`src/rtl/cimm_pkg.sv`:
```
package cimm_pkg;

    typedef enum logic [2:0] {
        IC_NONE   = 3'd0,
        IC_ADDI   = 3'd1,
        IC_ADDIS  = 3'd2,
        IC_CMPI   = 3'd3,
        IC_LOAD   = 3'd4,
        IC_STORE  = 3'd5,
        IC_FLOAD  = 3'd6,
        IC_FSTORE = 3'd7
    } imm_class_e;

    // which slice of the high field joins the low field
    typedef enum logic [1:0] {
        FS_SHORT = 2'd0,   // one high bit
        FS_MID   = 2'd1,   // all but the top high bit
        FS_FULL  = 2'd2    // whole high field
    } field_sel_e;

    typedef struct packed {
        imm_class_e cls;
        field_sel_e fsel;
        logic [1:0] shamt;
        logic       dword;
        logic       sp_rel;
        logic       cmp_dw;
    } imm_dec_t;

    localparam logic [1:0] SH_NONE  = 2'd0;
    localparam logic [1:0] SH_WORD  = 2'd2;
    localparam logic [1:0] SH_DWORD = 2'd3;
    localparam logic [1:0] SH_ADDIS = 2'd3;

    function automatic logic [1:0] size_shift(input logic dw);
        return dw ? SH_DWORD : SH_WORD;
    endfunction

    function automatic logic is_mem(input imm_class_e c);
        return (c == IC_LOAD) || (c == IC_STORE) ||
               (c == IC_FLOAD) || (c == IC_FSTORE);
    endfunction

endpackage

```
`src/rtl/cimm_classify.sv`:
```
module cimm_classify
    import cimm_pkg::*;
(
    input  logic [2:0] op_major,
    input  logic       op_minor,
    input  logic       hi_msb,
    output imm_dec_t   dec
);
    logic mem_dw;

    // major 101 (integer load) has the width polarity reversed
    assign mem_dw = op_minor ^ (op_major == 3'b101);

    always_comb begin
        dec        = '0;
        dec.cls    = IC_NONE;
        dec.fsel   = FS_FULL;
        dec.shamt  = SH_NONE;
        unique case ({op_major, op_minor})
            4'b001_0: begin
                dec.cls   = IC_ADDIS;
                dec.fsel  = FS_FULL;
                dec.shamt = SH_ADDIS;
            end
            4'b010_0: begin
                dec.cls  = IC_ADDI;
                dec.fsel = FS_SHORT;
            end
            4'b010_1: begin
                dec.cls    = IC_CMPI;
                dec.fsel   = FS_MID;
                dec.cmp_dw = ~hi_msb;
            end
            4'b011_0: begin
                dec.cls    = IC_LOAD;
                dec.fsel   = FS_MID;
                dec.sp_rel = 1'b1;
                dec.dword  = ~hi_msb;
                dec.shamt  = size_shift(~hi_msb);
            end
            4'b011_1: begin
                dec.cls    = IC_STORE;
                dec.fsel   = FS_MID;
                dec.sp_rel = 1'b1;
                dec.dword  = hi_msb;
                dec.shamt  = size_shift(hi_msb);
            end
            default: begin
                if (op_major[2]) begin
                    unique case (op_major[1:0])
                        2'b00:   dec.cls = IC_STORE;
                        2'b01:   dec.cls = IC_LOAD;
                        2'b10:   dec.cls = IC_FSTORE;
                        default: dec.cls = IC_FLOAD;
                    endcase
                    dec.fsel  = FS_FULL;
                    dec.dword = mem_dw;
                    dec.shamt = size_shift(mem_dw);
                end
            end
        endcase
    end

endmodule

```
`src/rtl/cimm_assemble.sv`:
```
module cimm_assemble
    import cimm_pkg::*;
#(
    parameter int XLEN    = 64,
    parameter int HI_W    = 5,
    parameter int LO_W    = 3,
    parameter int SP_BIAS = 256
) (
    input  imm_dec_t          dec,
    input  logic [HI_W-1:0]   hi_field,
    input  logic [LO_W-1:0]   lo_field,
    output logic [XLEN-1:0]   imm
);
    localparam int SHORT_W = LO_W + 1;
    localparam int MID_W   = HI_W - 1 + LO_W;
    localparam int FULL_W  = HI_W + LO_W;

    logic [SHORT_W-1:0] raw_short;
    logic [MID_W-1:0]   raw_mid;
    logic [FULL_W-1:0]  raw_full;
    logic [XLEN-1:0]    ext_short, ext_mid, ext_full;
    logic [XLEN-1:0]    picked, scaled;

    assign raw_short = {hi_field[0], lo_field};
    assign raw_mid   = {hi_field[HI_W-2:0], lo_field};
    assign raw_full  = {hi_field, lo_field};

    assign ext_short = XLEN'($signed(raw_short));
    assign ext_mid   = XLEN'($signed(raw_mid));
    assign ext_full  = XLEN'($signed(raw_full));

    always_comb begin
        unique case (dec.fsel)
            FS_SHORT: picked = ext_short;
            FS_MID:   picked = ext_mid;
            default:  picked = ext_full;
        endcase
    end

    assign scaled = picked << dec.shamt;

    always_comb begin
        if (dec.cls == IC_NONE)
            imm = '0;
        else if (dec.sp_rel)
            imm = scaled - XLEN'(SP_BIAS);
        else
            imm = scaled;
    end

endmodule

```
`src/rtl/cimm_basechk.sv`:
```
module cimm_basechk
    import cimm_pkg::*;
#(
    parameter int RA_W = 3
) (
    input  imm_dec_t        dec,
    input  logic [RA_W-1:0] reg_a,
    output logic            zero_base,
    output logic            sp_base,
    output logic            reserved
);
    logic ra_is_zero;

    assign ra_is_zero = (reg_a == '0);

    always_comb begin
        zero_base = 1'b0;
        reserved  = 1'b0;
        sp_base   = dec.sp_rel;
        unique case (dec.cls)
            IC_ADDI:  zero_base = ra_is_zero;
            IC_ADDIS: reserved  = ra_is_zero;
            default: ;
        endcase
    end

endmodule

```
`src/rtl/cimm_gen.sv`:
```
module cimm_gen
    import cimm_pkg::*;
#(
    parameter int XLEN    = 64,
    parameter int HI_W    = 5,
    parameter int LO_W    = 3,
    parameter int RA_W    = 3,
    parameter int SP_BIAS = 256
) (
    input  logic            fmt_valid,
    input  logic [2:0]      op_major,
    input  logic            op_minor,
    input  logic [HI_W-1:0] hi_field,
    input  logic [LO_W-1:0] lo_field,
    input  logic [RA_W-1:0] reg_a,
    output logic [XLEN-1:0] imm_out,
    output logic [2:0]      op_class,
    output logic            acc_dword,
    output logic            cmp_dword,
    output logic            use_zero_base,
    output logic            use_sp_base,
    output logic            reserved_enc
);
    imm_dec_t        dec;
    logic [XLEN-1:0] imm_raw;
    logic            zb, spb, rsv;

    cimm_classify u_cls (
        .op_major (op_major),
        .op_minor (op_minor),
        .hi_msb   (hi_field[HI_W-1]),
        .dec      (dec)
    );

    cimm_assemble #(
        .XLEN(XLEN), .HI_W(HI_W), .LO_W(LO_W), .SP_BIAS(SP_BIAS)
    ) u_asm (
        .dec      (dec),
        .hi_field (hi_field),
        .lo_field (lo_field),
        .imm      (imm_raw)
    );

    cimm_basechk #(.RA_W(RA_W)) u_base (
        .dec       (dec),
        .reg_a     (reg_a),
        .zero_base (zb),
        .sp_base   (spb),
        .reserved  (rsv)
    );

    always_comb begin
        if (fmt_valid) begin
            imm_out       = imm_raw;
            op_class      = dec.cls;
            acc_dword     = dec.dword;
            cmp_dword     = dec.cmp_dw;
            use_zero_base = zb;
            use_sp_base   = spb;
            reserved_enc  = rsv;
        end else begin
            imm_out       = '0;
            op_class      = IC_NONE;
            acc_dword     = 1'b0;
            cmp_dword     = 1'b0;
            use_zero_base = 1'b0;
            use_sp_base   = 1'b0;
            reserved_enc  = 1'b0;
        end
    end

endmodule

```
`config.mk`:
```
export PLATFORM = sky130hd
export DESIGN_NAME = cimm_gen
export DESIGN_NICKNAME = d
export VERILOG_FILES = /design/src/rtl/cimm_pkg.sv /design/src/rtl/cimm_classify.sv /design/src/rtl/cimm_assemble.sv /design/src/rtl/cimm_basechk.sv /design/src/rtl/cimm_gen.sv
export SDC_FILE = /design/constraint.sdc
export NUM_CORES = 1
export LEC_CHECK = 0
export BUFFER_PORTS_ARGS = -buffer_cell sky130_fd_sc_hd__clkbuf_2
export CORE_ASPECT_RATIO = 2
export CORE_UTILIZATION = 36
export DETAILED_ROUTE_END_ITERATION = 6
export GPL_ROUTABILITY_DRIVEN = 1
export PLACE_DENSITY_LB_ADDON = 0.15
export SETUP_SLACK_MARGIN = 0.05
export SLEW_MARGIN = 20
export SYNTH_ARGS = -nofsm -noshare
export SYNTH_HDL_FRONTEND = slang
export SYNTH_SLANG_ARGS = --single-unit
```
`constraint.sdc`:
```
create_clock -name vclk -period 6
set_clock_uncertainty 0.15 [all_clocks]
set_input_delay 1.2 -clock vclk [all_inputs]
set_output_delay 1.2 -clock vclk [all_outputs]
set_load 0.02 [all_outputs]
```
Word level (Yosys, flattened, before mapping)
Index checks and enable logic that the tools add are counted.
W data, S select, Z words.

word-level totals
  register bits = 0
  bits in latches = 0
  memory bits (writable) = 0
  memory bits (read-only) = 0
  output and inout bits = 72
  word-level logic and storage cells = 44
  memories kept = 0

cells by class
  add/subtract/negate cells = 1
  multiply operators = 0
  div/mod/pow operators = 0
  $lt $le $gt $ge = 0
  eq/ne operators = 11
  shift-type cells = 1
  muxes and demuxes = 22
  bitwise logic cells = 2
  reductions and logical operators = 7

operators by type and width
  cell                     number
  $mux W64                 3
  $pmux W64 S2             1
  $shl A64 B2 Y64          1
  $sub A64 B9 Y64 const B  1
  $pmux W5 S5              1
  $eq A4 B3 Y1 const B     4
  $mux W1                  12
  $mux W8                  1
  $pmux W2 S4              1
  $logic_not A3 Y1         2
  $pmux W2 S3              1
  $eq A2 B1 Y1 const B     2
  $eq A4 B2 Y1 const B     1
  $logic_not A2 Y1         2
  $reduce_or A2 Y1         2
  $eq A3 B1 Y1 const B     1
  $eq A3 B2 Y1 const B     1
  $eq A3 B3 Y1 const B     1
  $mux W3                  1
  $pmux W1 S3              1
  $reduce_or A3 Y1         1
  $eq A2 B2 Y1 const B     1
  $not A1 Y1               1
  $xor A1 B1 Y1            1

Longest topological paths before layout
Gate-level depths: netlist of run 1.

  depth after elaboration = 12
  mapped depth = 10
  gate-level depth less buffers = 9

Modules after synthesis
Synthesis of run 1 repeated with hierarchy kept, for this count alone.

unflattened totals
  cells, all modules = 228
  area, all modules = 1647.8 µm²

modules (own cells, without submodules)
  module         times used  cells an instance  area an instance (µm²)  seq. area each (µm²)
  cimm_assemble  1           113                829.5                   0.0
  cimm_gen       1           79                 575.6                   0.0
  cimm_classify  1           32                 198.9                   0.0
  cimm_basechk   1           4                  43.8                    0.0

Worst setup path after synthesis of run 1
Ideal clock, no wire load.

  path kind = input port to output port
  start point = input port op_major[2]
  end point = output port imm_out[14]
  arrival = 4.152 ns
  data required time = 4.650 ns
  setup slack = 0.498 ns
  stages = 10
  path through = buf_2 o21a_1 o21ai_2 a211oi_2 mux2i_1 ha_1 inv_1 ha_1 a31oi_1 buf_4

on the way
  cells in the longest elaborated chain, start to end = 10

ends and longest elaborated chain
  what                                                     line                 text
  start: declaration                                       cimm_gen.sv:11       input logic [2:0] op_major,
  branches (longest 8 deep; another with $sub A64 B9 Y64)  -
  $mux W64 (*)                                             cimm_assemble.sv:43  if (dec.cls == IC_NONE)
  $mux W64 (*)                                             cimm_gen.sv:53       if (fmt_valid) begin
  end: declaration                                         cimm_gen.sv:16       output logic [XLEN-1:0] imm_out,

Mark *: on every way between the ends.

Final worst setup path of run 1
  start point = input port op_major[0]
  end point = output port imm_out[60]

Same word-level chain as after synthesis.

==> results of run 1 <==
metal layers:
| metal | part of all wire, % | routed length (um) | vias up |
|---|---|---|---|
| met1 | 35 | 896 | 500 |
| met4 | 1.7 | 44 | 0 |
| met2 | 57 | 1450 | 76 |
| met5 | 0 | 0 | - |
| met3 | 6.1 | 155 | 4 |
| li1 | - | - | 555 |
power by group through the flow:
stage / clock network (mW) / registers [mW] / logic [mW]
floorplan: 0 / 0 / 0.138
global placement: 0 / 0 / 0.148
detailed placement: 0 / 0 / 0.149
CTS: 0 / 0 / 0.149
global route: 0 / 0 / 0.159
finish: 0 / 0 / 0.147
cell usage after synthesis:
library cell / count
inv_1: 5
or4b_2: 1
buf_2: 4
o31a_2: 1
a22oi_1: 1
nor2_4: 1
nor3_4: 1
a21o_2: 1
o21a_1: 1
a211oi_1: 2
o221ai_2: 1
buf_6: 2
buf_4: 52
a21oi_1: 6
nor3b_2: 1
a21oi_2: 3
nand2_1: 10
o22ai_1: 3
o311ai_1: 1
o21ai_2: 1
o21ai_1: 2
a31oi_1: 2
a31o_4: 1
nand4b_1: 1
o32ai_2: 1
o32ai_4: 1
ha_1: 3
mux2i_1: 8
inv_4: 1
o21ai_0: 6
a21boi_0: 1
o22ai_2: 1
nand3_1: 2
o211ai_1: 1
nand2b_1: 4
a211oi_2: 3
nor2_1: 13
nor4_1: 1
nor2b_1: 5
path summary, 6_finish.rpt:
| check | startpoint | endpoint | slack (ps) | cells past startpoint |
|---|---|---|---|---|
| worst max-delay path | op_major[0] | imm_out[60] | 1200 | 10 |
| worst min-delay path | lo_field[0] | imm_out[0] | 2600 | 4 |
per-stage QoR:
stage | setup slack (ps) | area (sq um) | instances
after CTS | 1190 | 1190 | 217
after global routing | 1010 | 1190 | 217
final | 1200 | 1190 | 217
after global placement | 1250 | 1190 | 217
after detailed placement | 1190 | 1190 | 217
after floorplan | 498 | 1130 | 155
layout make-up:
| cell class | count | area share, % |
|---|---|---|
| multi-input cells | 91 | 56.6 |
| repair buffers | 90 | 38.1 |
| well taps | 30 | 3.14 |
| inverters | 6 | 2.09 |
kinds of logic after synthesis:
logic type / share of synthesized area (%)
buf+inv: 40.6
compound gates: 29.7
simple gates: 19.3
mux: 7.10
fa+ha+maj: 3.33
==> metrics, run 1 <==
row count 28; critical path, cell by cell clkbuf_2 > a21oi_2 > a211oi_2 > mux2i_1 > ha_1 > inv_1 > ha_1 > a31oi_2 > buf_4 > clkbuf_2; post-route minimum period roughly 4800 ps; syn avg cell area 7.28 sq um; Final Net Count between 200 and 250; Buf+Inv Stages, Crit Path 4; net switching power slightly below 100 uW; antenna cells 0; DRT iter0 DRCs 22; synth warn 0; Post-DRT Antenna Nets 0; worst min-delay path class input port to output pin; drt wl/cell between 10 and 15 um; first-pass GRT wire length a little under 4000 um; met2 usage ~31%; critical path arrival approximately 3500 ps; I/O Pins 88; FMAX about 0.21 GHz; GR Util met1 between 10% and 20%; FF+latch area 0 sq um; status complete, no violations; Net Count, Synth 174; Layout Area Growth over Synthesis 5.88%; DP HPWL 2120 um; crit start category input port; initial antenna violation count 0; Die Y roughly 80 um; Worst Path Max Fanout 26; FF+latch count 0; cells after synthesis 155; crit end category output pin; final hold vios 0; Die Area 3380 sq um; TNS Setup 0 ps; Seq/Total Area, Yosys 0%; Worst EP required roughly 4700 ps; Gate power share between 90% and 100%; routability cong. about 0.84; Final Setup Violations 0; PwrDens ~120 nW/um^2; CP top delay family buffers and inverters; Die Wd 41.6 um; max cap viols 0; fin util approximately 40%; most frequent cells in the layout clkbuf_2, nor2_1, nand2_1; slew margin rel. a little under three fifths; Multi-input gate area 677 sq um; post-DR vias/cell roughly 5.2; vias in the first global route 913; fill cell count ~320; peak supply drop 0.0000417 V; core box area about 3000 sq um; clock buffers 0; largest net degree at the start of global routing 27; P_int approximately 50 uW; # Post-CTS Setup Buffers 0; met3 Usage GRT less than 1%; final WL about 2500 um; RSZ-0062 raised after global routing no; sequential group share of total power 0%; total power 147 uW; initial core utilization a little under two fifths; GRT Total Usage between 10% and 20%; commonest non-fill, non-tap cell in the layout clkbuf_2; CTS resizes 0; Hold Slack ~2600 ps; actual slew at the worst max-slew pin roughly 640 ps; kind of critical path input port to output pin; period utilization between 70% and 80%; top post-synthesis cells by area buf_4, mux2i_1, nor2_1; First-pass DRT Iterations 5; CP max stage delay around 460 ps; DR DRC count 0; Clock power frac 0%; Mapped Area 1130 sq um; Synth top area share between 30% and 40%; GR peak layer met2; Switching Share 67.0%; Leak Pwr ~0.65 nW; GRT overflow 0; Crit-path slowest cell clkbuf_2; largest area contributor in the netlist buf_4; I/O Buffers between 80 and 90; via count 1135; share of post-route cells with drive strength above 1 about three fifths; hold_buf cts 0; Unique masters post-synth 39; Final Max Tran Viols 0
(Power assumes the default switching activity.)
==> run 2: changes to the inputs <==
--- a/config.mk
+++ b/config.mk
@@ -5,6 +5,7 @@
 export SDC_FILE = /design/constraint.sdc
 export NUM_CORES = 1
 export LEC_CHECK = 0
+export ABC_AREA = 1
 export BUFFER_PORTS_ARGS = -buffer_cell sky130_fd_sc_hd__clkbuf_2
 export CORE_ASPECT_RATIO = 2
 export CORE_UTILIZATION = 36
==> constraint.sdc (replaced) <==
create_clock -name vclk -period 4.6
set_clock_uncertainty 0.15 [all_clocks]
set_input_delay 0.92 -clock vclk [all_inputs]
set_output_delay 0.92 -clock vclk [all_outputs]
set_load 0.02 [all_outputs]
==> metrics, run 2 <==
status complete, no violations; drt wl/cell 9.13 um; DP HPWL between 1500 and 2000 um; final std cells w/o fill approximately 240; fill cell count a little over 300; initial antenna violation count 0; PwrDens around 170 nW/um^2; TNS Setup 0 ps; Leak Pwr around 0.75 nW; Final Setup Violations 0; kind of critical path input port to output pin; Die Wd ~39 um; GRT overflow 0; max cap viols 0; vias in the first global route 884; FMAX around 0.25 GHz; FF+latch area 0 sq um; top post-synthesis cells by area buf_4, nand2_1, inv_1; DRT iter0 DRCs 9; worst min-delay path class input port to output pin; final hold vios 0; First-pass DRT Iterations 4; post-DR vias/cell 4.60; total power between 150 and 200 uW; Worst Path Max Fanout 26; routability cong. 0.761; actual slew at the worst max-slew pin around 340 ps; CTS resizes 0; Post-DRT Antenna Nets 0; most frequent cells in the layout clkbuf_2, nand2_1, inv_1; Final Net Count 235; crit start category input port; antenna cells 0; core box area 2570 sq um; first-pass GRT wire length roughly 3500 um; DR DRC count 0; row count 26; largest net degree at the start of global routing 27; FF+latch count 0; Hold Path Depth 4; syn avg cell area approximately 5.6 sq um; share of post-route cells with drive strength above 1 ~48%; Layout Area Growth over Synthesis 11.0%; Mapped Area a little under 1000 sq um; post-route minimum period ~4100 ps; Hold Crit Start fmt_valid; Worst EP required about 3500 ps; synth warn 0; Unique masters post-synth 21; final WL around 2200 um; clock buffers 0; RSZ-0062 raised after global routing no; critical path arrival 3000 ps; I/O Pins 88; period utilization 88.5%; most frequent cell after synthesis buf_4; peak supply drop roughly 0.000056 V; Hold Path End acc_dword; Seq/Total Area, Yosys 0%; Worst Setup SP op_major[0]; slew margin rel. 76.9%; GRT Total Usage between 10% and 20%; initial core utilization about two fifths; Die Area approximately 3000 sq um; crit end category output pin; via count between 1000 and 1500; Die Y between 70 and 80 um; Net Count, Synth about 190; Final Max Tran Viols 0; # Post-CTS Setup Buffers 0; commonest non-fill, non-tap cell in the layout clkbuf_2; I/O Buffers 88; DP Cell Count about 240; largest area contributor in the netlist buf_4; top post-synthesis cells by count buf_4, nand2_1, inv_1; cells after synthesis between 150 and 200; Synth top area share a little under two fifths; hold_buf cts 0
## run 2: changes by cell type after synthesis, moves of 5 or more
cell and change:
inv_1 +15, mux2i_1 -8, nand2_1 +26, nand3_1 +11
nor2b_1 -5
## run 2: worst max path at each step
stage	end	cells after the start
after floorplan	imm_out[19]	12
after global placement	imm_out[62]	15
after detailed placement	imm_out[24]	15
after CTS	imm_out[42]	15
after global routing	imm_out[13]	14
final	imm_out[18]	15
## run 2: layout make-up
type               instances  area, sq um  share of cell area, %
inverters                 23         86.3                   7.93
multi-input cells        101          512                   47.0
well taps                 28         35.0                   3.22
repair buffers            90          455                   41.8
## run 2: cells by family (layout without fill, tap and decap cells)
| kind of cell | Yosys count | after routing | synth area share [%] |
|---|---|---|---|
| fa+ha+maj | 3 | 3 | 3.83 |
| compound gates | 24 | 24 | 15.2 |
| buf+inv | 74 | 113 | 48.2 |
| simple gates | 74 | 74 | 32.8 |
## run 2: layer usage
metal / vias up / wire (um) / track usage, %
met3: 0 / 102 / 0
met1: 482 / 769 / 15.0
met5: - / 0 / 0
li1: 582 / - / -
met4: 0 / 0 / 0
met2: 48 / 1340 / 33.9
## run 2: worst max-delay path, cell delays in order
cell and delay, ps:
clkbuf_2 170, inv_2 80, nor2_4 90, inv_2 70, a21oi_4 200, nand2_2 170
inv_1 200, nand2_1 90, o21ai_2 90, ha_1 170, inv_1 40, ha_1 170
a21oi_2 110, buf_4 230, clkbuf_2 200
## run 2: per-stage QoR
step	area, sq um	setup WS [ps]	util (%)	hold slack [ps]
final	1090	530	42.4	2020
after global routing	1090	302	42.4	2040
after CTS	1090	520	42.4	2030
after detailed placement	1090	519	42.4	2030
after global placement	1090	529	42.4	2030
after floorplan	985	228	-	1820
## run 2: where the power goes
group / total (mW) / switching [mW] / internal (mW)
clock network: 0 / 0 / 0
registers: 0 / 0 / 0
logic: 0.190 / 0.132 / 0.0584
total: 0.190 / 0.132 / 0.0584
